--- src/rtl/sls_pkg.sv ---
package sls_pkg;

  localparam int IDX_W  = 7;
  localparam int ADDR_W = 16;
  localparam int Y_W    = 10;

  typedef struct packed {
    logic [7:0]       size;
    logic [IDX_W-1:0] idx;
    logic [Y_W-1:0]   y;
  } slot_t;

  typedef enum logic [1:0] {ST_IDLE, ST_FETCH, ST_COMPARE, ST_LINK} scan_st_t;

  // line after the requested one, moved into the offset coordinate space
  function automatic logic [8:0] cmp_line(input logic [7:0] line);
    logic [7:0] nxt;
    nxt = line + 8'd1;
    return {1'b0, nxt} + 9'd128;
  endfunction

  // sprite height in pixels from the size byte
  function automatic logic [5:0] span_px(input logic [7:0] sz);
    return ({4'd0, sz[1:0]} + 6'd1) << 3;
  endfunction

  function automatic logic covers(input logic [Y_W-1:0] y, input logic [7:0] sz,
                                  input logic [8:0] cl);
    logic [10:0] top, bot, c;
    top = {1'b0, y};
    bot = top + {5'd0, span_px(sz)};
    c   = {2'b00, cl};
    return (top <= c) && (c < bot);
  endfunction

  function automatic logic [ADDR_W-1:0] byte_addr(input logic [6:0] base,
                                                  input logic [IDX_W-1:0] idx,
                                                  input logic [1:0] sel);
    return {base, 9'd0} + ({{(ADDR_W-IDX_W){1'b0}}, idx} << 3)
           + {{(ADDR_W-2){1'b0}}, sel};
  endfunction

endpackage

--- src/rtl/sls_hit_test.sv ---
module sls_hit_test
  import sls_pkg::*;
(
  input  logic [1:0]     y_hi,
  input  logic [7:0]     y_lo,
  input  logic [7:0]     size_b,
  input  logic [8:0]     cmp,
  output logic           hit,
  output logic [Y_W-1:0] y_adj
);
  logic [Y_W-1:0] y_full;
  assign y_full = {y_hi, y_lo};
  assign hit    = covers(y_full, size_b, cmp);
  assign y_adj  = y_full - 10'd128;
endmodule

--- src/rtl/sls_slot_list.sv ---
module sls_slot_list
  import sls_pkg::*;
#(
  parameter int DEPTH = 20,
  parameter int PTR_W = 5
) (
  input  logic             clk,
  input  logic             rst_n,
  input  logic             we,
  input  logic [PTR_W-1:0] wptr,
  input  slot_t            wdata,
  input  logic [PTR_W-1:0] rd_sel,
  output slot_t            rdata
);
  localparam logic [PTR_W-1:0] LAST = PTR_W'(DEPTH - 1);

  slot_t cells [DEPTH];

  for (genvar g = 0; g < DEPTH; g++) begin : g_cell
    always_ff @(posedge clk) begin
      if (!rst_n)
        cells[g] <= '0;
      else if (we && (wptr == PTR_W'(g)))
        cells[g] <= wdata;
    end
  end

  always_comb begin
    rdata = '0;
    if (rd_sel <= LAST) rdata = cells[rd_sel];
  end

  // no write past the list
  assert_wptr_range_R4: assert property (@(posedge clk) disable iff (!rst_n)
    we |-> (wptr <= LAST));
endmodule

--- src/rtl/sls_walker.sv ---
module sls_walker
  import sls_pkg::*;
#(
  parameter int WIDE_SLOTS   = 20,
  parameter int NARROW_SLOTS = 16,
  parameter int WIDE_LIMIT   = 80,
  parameter int NARROW_LIMIT = 64,
  parameter int CNT_W        = 5
) (
  input  logic              clk,
  input  logic              rst_n,
  input  logic              start,
  input  logic              wide,
  input  logic [7:0]        line,
  input  logic [6:0]        base,
  output logic [ADDR_W-1:0] vram_addr,
  output logic              vram_rd,
  input  logic [7:0]        vram_data,
  output logic              busy,
  output logic              done,
  output logic [CNT_W-1:0]  free_cnt,
  output logic              slot_we,
  output logic [CNT_W-1:0]  slot_ptr,
  output slot_t             slot_data
);
  localparam logic [CNT_W-1:0] WIDE_INIT   = CNT_W'(WIDE_SLOTS);
  localparam logic [CNT_W-1:0] NARROW_INIT = CNT_W'(NARROW_SLOTS);
  localparam logic [7:0]       WIDE_LIM    = 8'(WIDE_LIMIT);
  localparam logic [7:0]       NARROW_LIM  = 8'(NARROW_LIMIT);

  scan_st_t         state;
  logic [IDX_W-1:0] idx;
  logic [1:0]       sel, sel_q;
  logic             rd_q;
  logic [1:0]       b0;
  logic [7:0]       b1, b2;
  logic [IDX_W-1:0] b3;
  logic [7:0]       line_l;
  logic [6:0]       base_l;
  logic             wide_l;
  logic [7:0]       lim;
  logic             hit;
  logic [Y_W-1:0]   y_adj;
  logic             link_end, link_over;

  assign lim       = wide_l ? WIDE_LIM : NARROW_LIM;
  assign busy      = (state != ST_IDLE);
  assign vram_rd   = (state == ST_FETCH);
  assign vram_addr = byte_addr(base_l, idx, sel);
  assign link_end  = (b3 == '0) || (free_cnt == '0);
  assign link_over = ({1'b0, b3} >= lim);

  sls_hit_test u_hit (
    .y_hi  (b0),
    .y_lo  (b1),
    .size_b(b2),
    .cmp   (cmp_line(line_l)),
    .hit   (hit),
    .y_adj (y_adj)
  );

  assign slot_we   = (state == ST_COMPARE) && hit;
  assign slot_ptr  = free_cnt - CNT_W'(1);
  assign slot_data = '{size: b2, idx: idx, y: y_adj};

  // capture of read data, one cycle behind the request
  always_ff @(posedge clk) begin
    if (!rst_n) begin
      rd_q  <= 1'b0;
      sel_q <= '0;
      b0    <= '0;
      b1    <= '0;
      b2    <= '0;
      b3    <= '0;
    end else begin
      rd_q  <= vram_rd;
      sel_q <= sel;
      if (rd_q) begin
        case (sel_q)
          2'd0:    b0 <= vram_data[1:0];
          2'd1:    b1 <= vram_data;
          2'd2:    b2 <= vram_data;
          default: b3 <= vram_data[IDX_W-1:0];
        endcase
      end
    end
  end

  always_ff @(posedge clk) begin
    if (!rst_n) begin
      state    <= ST_IDLE;
      idx      <= '0;
      sel      <= '0;
      free_cnt <= '0;
      done     <= 1'b0;
      line_l   <= '0;
      base_l   <= '0;
      wide_l   <= 1'b0;
    end else begin
      case (state)
        ST_IDLE: if (start) begin
          line_l   <= line;
          base_l   <= base;
          wide_l   <= wide;
          idx      <= '0;
          sel      <= '0;
          free_cnt <= wide ? WIDE_INIT : NARROW_INIT;
          done     <= 1'b0;
          state    <= ST_FETCH;
        end
        ST_FETCH: begin
          sel <= sel + 2'd1;
          if (sel == 2'd3) state <= ST_COMPARE;
        end
        ST_COMPARE: begin
          if (hit) free_cnt <= free_cnt - CNT_W'(1);
          state <= ST_LINK;
        end
        default: begin
          if (link_end || link_over) begin
            if (link_over) idx <= '0;
            done  <= 1'b1;
            state <= ST_IDLE;
          end else begin
            idx   <= b3;
            state <= ST_FETCH;
          end
        end
      endcase
    end
  end

  assert_rd_only_busy_R8: assert property (@(posedge clk) disable iff (!rst_n)
    vram_rd |-> busy);
  assert_entry_bytes_R2: assert property (@(posedge clk) disable iff (!rst_n)
    vram_rd |-> (vram_addr[2] == 1'b0));
  assert_no_underflow_R6: assert property (@(posedge clk) disable iff (!rst_n)
    slot_we |-> (free_cnt != '0));
  assert_index_limit_R7: assert property (@(posedge clk) disable iff (!rst_n)
    vram_rd |-> ({1'b0, idx} < lim));
  assert_done_idle_R8: assert property (@(posedge clk) disable iff (!rst_n)
    done |-> !busy);
  assert_free_monotone_R4: assert property (@(posedge clk) disable iff (!rst_n)
    busy |=> (free_cnt <= $past(free_cnt)));
endmodule

--- src/rtl/sls_line_scanner.sv ---
module sls_line_scanner
  import sls_pkg::*;
#(
  parameter int WIDE_SLOTS   = 20,
  parameter int NARROW_SLOTS = 16,
  parameter int WIDE_LIMIT   = 80,
  parameter int NARROW_LIMIT = 64
) (
  input  logic        clk,
  input  logic        rst_n,
  input  logic        start_i,
  input  logic        wide_i,
  input  logic [7:0]  line_i,
  input  logic [6:0]  tbl_base_i,
  output logic [15:0] vram_addr_o,
  output logic        vram_rd_o,
  input  logic [7:0]  vram_data_i,
  output logic        busy_o,
  output logic        done_o,
  output logic [4:0]  free_slots_o,
  input  logic [4:0]  slot_sel_i,
  output logic [7:0]  slot_size_o,
  output logic [6:0]  slot_idx_o,
  output logic [9:0]  slot_y_o
);
  localparam int MAX_SLOTS = (WIDE_SLOTS > NARROW_SLOTS) ? WIDE_SLOTS : NARROW_SLOTS;
  localparam int CNT_W     = 5;

  logic             slot_we;
  logic [CNT_W-1:0] slot_ptr;
  slot_t            slot_wdata, slot_rdata;

  sls_walker #(
    .WIDE_SLOTS  (WIDE_SLOTS),
    .NARROW_SLOTS(NARROW_SLOTS),
    .WIDE_LIMIT  (WIDE_LIMIT),
    .NARROW_LIMIT(NARROW_LIMIT),
    .CNT_W       (CNT_W)
  ) u_walk (
    .clk      (clk),
    .rst_n    (rst_n),
    .start    (start_i),
    .wide     (wide_i),
    .line     (line_i),
    .base     (tbl_base_i),
    .vram_addr(vram_addr_o),
    .vram_rd  (vram_rd_o),
    .vram_data(vram_data_i),
    .busy     (busy_o),
    .done     (done_o),
    .free_cnt (free_slots_o),
    .slot_we  (slot_we),
    .slot_ptr (slot_ptr),
    .slot_data(slot_wdata)
  );

  sls_slot_list #(
    .DEPTH(MAX_SLOTS),
    .PTR_W(CNT_W)
  ) u_list (
    .clk   (clk),
    .rst_n (rst_n),
    .we    (slot_we),
    .wptr  (slot_ptr),
    .wdata (slot_wdata),
    .rd_sel(slot_sel_i),
    .rdata (slot_rdata)
  );

  assign slot_size_o = slot_rdata.size;
  assign slot_idx_o  = slot_rdata.idx;
  assign slot_y_o    = slot_rdata.y;
endmodule

--- config.mk ---
export PLATFORM = sky130hd
export DESIGN_NAME = sls_line_scanner
export DESIGN_NICKNAME = d
export VERILOG_FILES = /design/src/rtl/sls_pkg.sv /design/src/rtl/sls_hit_test.sv /design/src/rtl/sls_slot_list.sv /design/src/rtl/sls_walker.sv /design/src/rtl/sls_line_scanner.sv
export SDC_FILE = /design/constraint.sdc
export NUM_CORES = 1
export LEC_CHECK = 0
export BUFFER_PORTS_ARGS = -buffer_cell sky130_fd_sc_hd__buf_4
export CAP_MARGIN = 25
export CORE_ASPECT_RATIO = 0.6
export CORE_UTILIZATION = 64
export CTS_BUF_LIST = sky130_fd_sc_hd__clkbuf_2
export DETAILED_ROUTE_END_ITERATION = 8
export HOLD_SLACK_MARGIN = 0.06
export PLACE_DENSITY = 0.82
export SLEW_MARGIN = 10
export SYNTH_ARGS = -nofsm -noshare
export SYNTH_HDL_FRONTEND = slang
export SYNTH_HIERARCHICAL = 1
export SYNTH_SLANG_ARGS = --single-unit
--- constraint.sdc ---
create_clock -name clk -period 7.4 [get_ports clk]
set_input_delay 1.48 -clock clk [delete_from_list [all_inputs] [get_ports clk]]
set_output_delay 1.48 -clock clk [all_outputs]
set_load 0.01 [all_outputs]
* Word-level counts from Yosys, hierarchy flattened
Memories as Yosys holds them, arrays and structs flattened.
Index checks and enable logic that the tools add are counted.
** Cells by class
- $add $sub $neg :: 9
- $mul :: 0
- Div/mod/pow operators :: 0
- Order comparisons :: 4
- Equality and inequality tests :: 28
- Shift-type cells :: 0
- Muxes and demuxes :: 100
- Bitwise operators :: 22
- Reductions and logical operators :: 45
** Operators with widths (number)
- $mux 25 :: 21
- $mux 1 :: 64
- $eq 5x4->1 const B :: 8
- $logic_and 1x1->1 :: 22
- $mux 7 :: 3
- $eq 5x3->1 const B :: 4
- $eq 5x5->1 const B :: 4
- $or 1x1->1 :: 20
- $add 16x10->16 :: 1
- $add 16x2->16 :: 1
- $mux 5 :: 3
- $pmux 7 s2 :: 1
- $reduce_and 2->1 :: 7
- $add 10x6->11 :: 1
- $lt 9x11->1 :: 1
- $eq 5x2->1 const B :: 2
- $le 10x9->1 :: 1
- $logic_not 5->1 :: 2
- $pmux 5 s2 :: 1
- $sub 10x8->10 const B :: 1
- $add 8x8->9 const B :: 1
- $reduce_and 3->1 :: 3
- $add 8x1->8 const B :: 1
- $ge 7x8->1 :: 1
- 22 further kinds :: 34
** Storage, ports and cells
- Register bits after elaboration :: 61
- Bits in latches :: 0
- RAM bits :: 500
- Bits in read-only memories :: 0
- Input port bits :: 32
- Output and inout port bits :: 49
- Word-level logic and storage cells :: 223
- Memories kept :: 1
** Memories
- u_list.cells :: words 20, bits a word 25, rd ports 1, clocked after memory_dff 0, write ports 20, RTL line sls_slot_list.sv:17 : slot_t cells [DEPTH];

* Depth between registers and ports, before layout
Gate-level depths: netlist of the first run.
- Word-level depth :: 10
- Gate-level depth with buffers :: 19
- Mapped depth without buffers :: 18

* Cells and area by module
Netlist of the first run, hierarchy kept.
** Modules (own cells, without submodules)
- sls_slot_list :: times used 1, cells each 1493, area an instance 22734.3 um^2, seq. area each 15014.4 um^2
- sls_walker :: times used 1, cells each 332, area an instance 2897.8 um^2, seq. area each 1221.2 um^2
- sls_hit_test :: times used 1, cells each 89, area an instance 714.4 um^2, seq. area each 0.0 um^2

* Worst setup path after synthesis of the first run
OpenSTA, ideal clock, no wires.
- Kind :: reg-to-reg
- Start point :: reg u_walk.b2[0]
- End point :: mem u_list/cells[15][0] (netlist name), enable pin
- Library setup time :: 0.442 ns
- Arrival time :: 4.659 ns
- Data required time :: 6.958 ns
- Slack :: 2.299 ns
- Stages on the path, launching flop included :: 16
- Path buffers :: 0
- Period minus slack after synthesis :: 5.101 ns
- Path through :: dfxtp_1 ha_1 ha_1 a21o_1 a21oi_1 xor2_1 ha_1 a21oi_1 o21a_1 o211ai_1 a22oi_2 nand2_1 inv_1 nor2b_1 nand3_1 o21ai_0
** RTL lines
- start, declared :: RTL line sls_walker.sv:36 : logic [7:0] b1, b2;
- start signal, assigned :: RTL line sls_walker.sv:82 : 2'd2: b2 <= vram_data;
- end, declared :: RTL line sls_slot_list.sv:17

* Final worst setup path of the first run
- Start point :: in slot_sel_i[2]
- End point :: out slot_y_o[8]
** Between the ends
- Longest elaborated chain between the ends :: 2
- Elaborated cells between the ends (all ways) :: 3
- Classes of those cells :: order compare (1); mux (1); memory (1)
** Ends and longest elaborated chain
- start, declared :: RTL line sls_line_scanner.sv:21 : input logic [4:0] slot_sel_i,
- $mem_v2 20x25 / $le 5x5->1 (equally long branches)
- $mux 25 (*) :: RTL line sls_slot_list.sv:30 : if (rd_sel <= LAST) rdata = cells[rd_sel];
- end, declared :: RTL line sls_line_scanner.sv:24 : output logic [9:0] slot_y_o
Every way passes the cells marked *; elsewhere a longest branch is shown, timed or not.

==> flow_summary_export.csv, run 1 <==
group,metric,value,unit
clocking,insertion_delay,1.10,ns
setup_path,cpMostUsedCell,"buf_4",
final_layout,design_area,28400,µm²
placed_design,dpl_worst_slack,1.81,ns
placed_design,gp_congestion,0.831,
power,powerDensity,226,nW/µm²
detailed_routing,dr.first_iter.drc_count,1996,
min_path,min_path_type,"flop to flop",
synthesis,async_flop_share,0,%
final_layout,drive_above_1_share,22.5,%
clocking,cts_setup_buffers,0,
die,dieWidth,264,µm
detailed_routing,routedWlPerCell,25.6,µm
final_layout,layout.cells.non_filler,2617,
synthesis,ys_seq_area_share,61.6,%
min_path,hold_depth,2,
sta,finClkSkew,0.0686,ns
detailed_routing,wl_met1,27.2,mm
power,power.internal,0.00458,W
setup_path,crit_path_cell_trace,"buf_4 -> or3b_2 -> o22ai_1 -> a211oi_1 -> a22oi_1 -> buf_4",
synthesis,yosysTopAreaCellShare,57.0,%
placed_design,port_buffers,79,
global_route,track_usage,32.3,%
placed_design,dpl_cell_area,27300,µm²
synthesis,synth_flop_cell,"edfxtp_1",
clocking,cts.repair.resized,0,
setup_path,crit_family,"buffers and inverters",
synthesis,yosysTopAreaCell,"edfxtp_1",
setup_path,cp_num_cells,6,
power,seqPwrFrac,56.6,%
setup_path,critPathRequiredTime,5.92,ns
global_route,grt_overflow,0,
final_layout,nNetsFinal,2065,
power,combPwrFrac,13.5,%
power,clkPwrFrac,29.9,%
setup_path,path_class,"input port to primary output",
power,leakagePower,11.0,nW
detailed_routing,drc,0,
global_route,antenna_found_initial,1,
synthesis,yosysWarnings,6,
synthesis,synth_commonest_cells,"and2_1 (505), edfxtp_1 (500), clkbuf_1 (118)",
setup_path,start_kind,"input port",
die,placementRows,57,
clocking,cts_tree,"built",
clocking,cts_root_buf,"clkbuf_2",
detailed_routing,route.met2.wl,29.8,mm
clocking,clkTransAtPathRegs,0.10,ns
detailed_routing,wl_met3,8.67,mm
die,io_pins,81,
clocking,cts_inserted_buffers,130,
clocking,htreeDepth,4,
synthesis,synth_cell_types,63,
detailed_routing,vias,16700,
power,swShare,28.8,%
synthesis,synth_cells,1914,
setup_path,cp-end-kind,"primary output",
global_route,grt_pass1_vias,16500,
sta,max_freq,176,MHz
final_layout,syn2layout_area_growth,7.98,%
synthesis,synth_area,26300,µm²
synthesis,synth_area_leaders,"edfxtp_1 (57%), and2_1 (12%), mux4_2 (8.4%)",
synthesis,avgSynthCellArea,13.8,µm²
sta,rsz0062_at_grt,"no",
synthesis,synth-seq-cells,561,
placed_design,hpwlAfterDp,40.1,mm
sta,setup_tns,0,ns
clocking,clock_sinks,561,
global_route,grt_pass1_wl,101,mm
detailed_routing,viasPerCell,6.38,
synthesis,synthesis.nets,1981,
sta,setup_viol_count_final,0,
sta,period_needed,5.69,ns
sta,hold_viol_final,0,
setup_path,cpPeakStageDelay,0.82,ns
sta,final-max-slew-violation-count,0,
sta,setup_ws,1.71,ns
global_route,grt_max_degree,81,
placed_design,numPlacedInstances,2390,
die,core_area,40500,µm²
detailed_routing,top_layer,"met4",
setup_path,reg2regPathDepth,16,
power,p_sw,0.00185,W
setup_path,cp.arrival,4.21,ns
detailed_routing,ant_nets,0,
sta,max_slew_margin,28.4,%
clocking,clock_path_buffers,3,
setup_path,path_buf_inv,2,
power,ir_drop,0.149,mV
die,initial_core_util,65.0,%
die,dieArea,42000,µm²
detailed_routing,routed_wl,66.9,mm
die,dieHeight,159,µm
job,max_cap_viol_count,0,
setup_path,critPathMaxFanout,58,
clocking,ctsHoldBuffers,0,
sta,worst_pin_slew,1.07,ns
setup_path,cpMaxStageDelayCell,"or3b_2",
sta,period_share,77.0,%
status,status,"complete, no violations",
synthesis,synth_edf_count,500,
synthesis,yosysMostFrequentCell,"and2_1",
detailed_routing,first_pass_iters,7,
final_layout,fill_cells,2769,
[cell type report]
type / instances / area (µm²) / area share (%)
well taps: 531 / 664 / 2.34
inverters: 34 / 128 / 0.449
clock inverters: 35 / 163 / 0.572
repair buffers: 127 / 1050 / 3.70
multi-input cells: 1144 / 9280 / 32.6
flip-flops and latches: 561 / 16200 / 57.1
diodes: 1 / 2.50 / 0.00880
clock buffers: 184 / 921 / 3.24
[state kept, by name, indices dropped and copies added, names as in the netlist, 2 cells and up]
name,flops
u_list/cells,500
u_walk/b0,2
u_walk/b1,8
u_walk/b2,8
u_walk/b3,7
u_walk/base_l,7
u_walk/free_cnt,5
u_walk/idx,7
u_walk/line_l,8
u_walk/sel,2
u_walk/sel_q,2
u_walk/state,2
[worst reg2reg max path: cells and delay by family, from the launching register on]
kind                       cells  cell delay [ns]
AOI/OAI and AO/OA              7             1.84
and+or+nand+nor                3             0.85
adders and majority gates      3             0.95
buffers and inverters          2             0.56
DFF                            1             0.83
xor gates and xnor gates       1             0.21
[metrics by stage]
stage	power (W)	hold WS (ns)	utilization (%)
final	0.00643	0.478	70.2
after global routing	0.00667	0.526	70.2
after CTS	0.00643	0.475	70.0
after detailed placement	0.00456	0.461	67.3
after global placement	0.00452	0.448	67.1
after floorplan	0.00426	0.440	-
[worst paths after layout]
check,from,to,slack [ns]
worst max-delay path,slot_sel_i[2],slot_y_o[8],1.71
worst min-delay path,u_walk/base_l[0],u_walk/base_l[0],0.48
worst max register to register,u_walk/b2[0],u_list/cells[6][23],1.82
worst min register to register,u_walk/base_l[0],u_walk/base_l[0],0.48
[power by group through the flow]
stage               clock, W  combinational, W  sequential [W]
floorplan                  0          0.000569         0.00369
global placement           0          0.000816         0.00370
detailed placement         0          0.000844         0.00371
CTS                  0.00195          0.000848         0.00364
global route         0.00209          0.000924         0.00365
finish               0.00192          0.000869         0.00364
[routing by layer]
layer,up-vias,track usage [%]
met5,-,0
met3,111,7.53
li1,7146,-
met2,1153,47.7
met1,8278,48.6
met4,0,8.75
[cell usage in the layout (no fill, tap or decap), drive strengths merged, types with 11 or more instances in the layout]
cell	synthesis	layout
a21oi	27	27
a211oi	26	26
dfxtp	61	61
nor2	64	64
xor2	11	11
buf	50	127
nand3b	12	12
edfxtp	500	500
a22oi	51	51
nand2	82	82
ha	34	34
clkbuf	125	184
mux4	98	98
and2	505	505
clkinv	1	32
mux2i	79	79
o22ai	24	24
o21ai	27	27
inv	33	36
nand3	20	20
[kinds of logic after synthesis]
| family | count (synthesis) | share of synthesized area, % |
|---|---|---|
| AO/OA/AOI/OAI | 190 | 5.11 |
| XOR/XNOR | 20 | 0.665 |
| adder cells (fa/ha/maj) | 35 | 1.69 |
| buffers and inverters | 209 | 3.61 |
| flip-flops | 561 | 61.6 |
| multiplexers | 178 | 11.4 |
| other | 1 | 0.0142 |
| AND/OR/NAND/NOR | 720 | 15.9 |
Power figures use the tool's default switching activity.
==> run 2, diff against run 1 <==
ABC_AREA = 1   (was not set)
clock period = 5.57 ns   (was 7.4 ns; I/O delays follow)
==> run 2 against run 1 <==
- via count rose by 32%
- critical path depth rose by 11
- synthesized cell count rose by 58%
- die area rose by 3.0%
- highest routed layer unchanged
==> flow_summary_export.csv, run 2 <==
group,metric,value,unit
status,status,"complete, no violations",
sta,period_share,80.4,%
sta,final-max-slew-violation-count,0,
clocking,htreeDepth,4,
placed_design,hpwlAfterDp,47.2,mm
clocking,cts_setup_buffers,0,
final_layout,nNetsFinal,3153,
synthesis,yosysTopAreaCell,"edfxtp_1",
final_layout,largest_register,"u_list/cells",
setup_path,cp-end-kind,"flop",
global_route,grt_max_degree,143,
detailed_routing,ant_nets,0,
final_layout,mostFrequentLayoutCells,"nor2_1 (679), nand2_1 (599), edfxtp_1 (500)",
synthesis,synthesis.nets,3100,
sta,period_needed,4.48,ns
synthesis,synth_area_leaders,"edfxtp_1 (55%), nor2_1 (9.4%), nand2_1 (8.3%)",
clocking,ctsHoldBuffers,0,
setup_path,critPathMaxFanout,25,
die,dieArea,43300,µm²
job,max_cap_viol_count,0,
power,ir_drop,0.249,mV
final_layout,fill_cells,3133,
synthesis,ys_seq_area_share,59.8,%
sta,finClkSkew,0.106,ns
global_route,busiest_layer,"met2",
clocking,clock_path_buffers,3,
min_path,min_path_type,"input port to flop",
clocking,cts_root_buf,"clkbuf_2",
setup_path,crit_start,"u_walk/line_l[1]",
final_layout,drive_above_1_share,11.7,%
global_route,track_usage,35.5,%
sta,hold_viol_final,0,
placed_design,numPlacedInstances,3518,
die,dieHeight,162,µm
global_route,grt_pass1_vias,20600,
die,core_area,41900,µm²
setup_path,critPathRequiredTime,6.48,ns
synthesis,synth_area,27200,µm²
setup_path,r2r_slack,1.09,ns
synthesis,async_flop_share,0,%
placed_design,dpl_worst_slack,1.22,ns
global_route,antenna_found_initial,1,
die,placementRows,58,
setup_path,reg2regPathDepth,17,
placed_design,port_buffers,79,
power,power.total,0.00903,W
detailed_routing,viasPerCell,5.87,
sta,max_freq,223,MHz
setup_path,cpMostUsedCell,"nand2_1",
die,io_pins,81,
sta,setup_ws,1.09,ns
clocking,cts.repair.resized,0,
detailed_routing,routedWlPerCell,20.4,µm
final_layout,utilization,69.8,%
detailed_routing,drc,0,
setup_path,reg2reg_to,"u_list/cells[10][1]",
die,dieWidth,268,µm
synthesis,yosysMostFrequentCell,"nor2_1",
setup_path,crit_end,"u_list/cells[10][1]",
synthesis,avgSynthCellArea,8.95,µm²
synthesis,synth_commonest_cells,"nor2_1 (679), nand2_1 (599), edfxtp_1 (500)",
power,leakagePower,12.0,nW
placed_design,gp_congestion,0.910,
synthesis,synth_edf_count,500,
detailed_routing,vias,22000,
die,initial_core_util,64.8,%
detailed_routing,routed_wl,76.4,mm
min_path,hold_depth,3,
clocking,insertion_delay,1.13,ns
global_route,grt_use_met1,49.0,%
sta,rsz0062_at_grt,"no",
setup_path,reg2reg_from,"u_walk/line_l[1]",
synthesis,synth_flop_cell,"edfxtp_1",
global_route,gr-usage-met3,10.9,%
final_layout,layout.cells.non_filler,3748,
clocking,cts_tree,"built",
detailed_routing,dr.first_iter.drc_count,3573,
sta,setup_viol_count_final,0,
global_route,met2_usage,51.2,%
synthesis,synth_cells,3033,
clocking,clkTransAtPathRegs,0.10,ns
setup_path,cpPeakStageDelay,0.77,ns
global_route,grt_overflow,0,
synthesis,yosysWarnings,6,
setup_path,cp.arrival,5.39,ns
sta,worst_pin_slew,1.15,ns
final_layout,final_common_cell,"nor2_1",
setup_path,path_class,"flop to flop",
synthesis,yosysTopAreaCellShare,55.3,%
synthesis,synth_cell_types,43,
setup_path,crit_path_cell_trace,"nand3_1 -> or2_2 -> xor2_1 -> inv_1 -> ha_1 -> a21o_1 -> a21oi_1 -> nand3_1 -> nand2_1 -> nand2_1 -> inv_1 -> nand2_1 -> inv_1 -> nand2_1 -> nor2_4 -> nand3_1 -> nor2_1",
power,powerDensity,309,nW/µm²
final_layout,largest_register_ffs,500,
detailed_routing,first_pass_iters,6,
synthesis,synth-seq-cells,561,
sta,setup_tns,0,ns
setup_path,cpMaxStageDelayCell,"nand3_1",
final_layout,syn2layout_area_growth,7.66,%
clocking,clock_sinks,561,
setup_path,start_kind,"flop",
sta,max_slew_margin,23.6,%
clocking,cts_inserted_buffers,131,
global_route,grt_pass1_wl,115,mm
run 2: changes by cell type in the layout (fill, tap and decap cells not counted), sizes merged, moves of 26 or more:
cell and change:
nor2 +625, nand2 +518, and2 -504, inv +318, nand3 +294, mux4 -98, mux2i -79, o21ai +74
a21oi +55, a22oi -51, a211oi -26
run 2: kinds of logic (layout without fill, tap and decap cells):
| logic type | after synthesis | count (layout) | synth area share [%] |
|---|---|---|---|
| other | 1 | 2 | 0.0138 |
| buffers and inverters | 574 | 718 | 8.86 |
| XOR/XNOR | 18 | 18 | 0.581 |
| adder cells (fa/ha/maj) | 35 | 35 | 1.64 |
| AO/OA/AOI/OAI | 214 | 214 | 4.25 |
| AND/OR/NAND/NOR | 1630 | 1630 | 24.9 |
| flip-flops | 561 | 561 | 59.8 |
run 2: area by class of cell:
class                   instances  area (µm²)  share of cell area (%)
clock buffers                 181         906                    3.10
well taps                     570         713                    2.44
flip-flops and latches        561       16200                    55.5
clock inverters                43         275                   0.942
multi-input cells            1898        8510                    29.1
repair buffers                141        1260                    4.30
inverters                     353        1330                    4.56
diodes                          1        2.50                 0.00856
run 2: worst min-delay path by stage:
stage	startpoint	end	slack, ns
3_3_place_gp	u_walk/done	u_walk/done	0.46
6_report	line_i[1]	u_walk/line_l[1]	0.23
5_1_grt	tbl_base_i[6]	u_walk/base_l[6]	0.13
4_1_cts	line_i[1]	u_walk/line_l[1]	0.12
2_1_floorplan	u_walk/b3[1]	u_walk/b3[1]	0.44
3_5_place_dp	u_walk/b3[1]	u_walk/b3[1]	0.47
run 2: layer usage:
metal	vias up	part of all wire, %
met5	-	0
met4	0	4.4
met3	264	16
met1	10200	37
li1	9911	-
met2	1688	43
run 2: worst max-delay path: cells and delay by family (launching register included):
| kind | cells | cell delay [ns] |
|---|---|---|
| xor gates and xnor gates | 1 | 0.35 |
| adders and majority gates | 1 | 0.34 |
| DFF | 1 | 0.39 |
| and+or+nand+nor | 10 | 2.53 |
| buffers and inverters | 3 | 0.30 |
| AOI/OAI and AO/OA | 2 | 0.33 |
run 2: metrics by stage:
stage,hold WS [ns],cell area (µm²)
global placement,0.463,27900
finish,0.230,29200
floorplan,0.437,27200
detailed placement,0.474,28000
CTS,0.124,29100
global route,0.128,29200
run 2: power breakdown:
part	internal, W	leakage [nW]	switching [W]
Combinational	0.000427	5.50	0.00104
Clock	0.00102	0.875	0.00166
Sequential	0.00476	5.66	0.000111
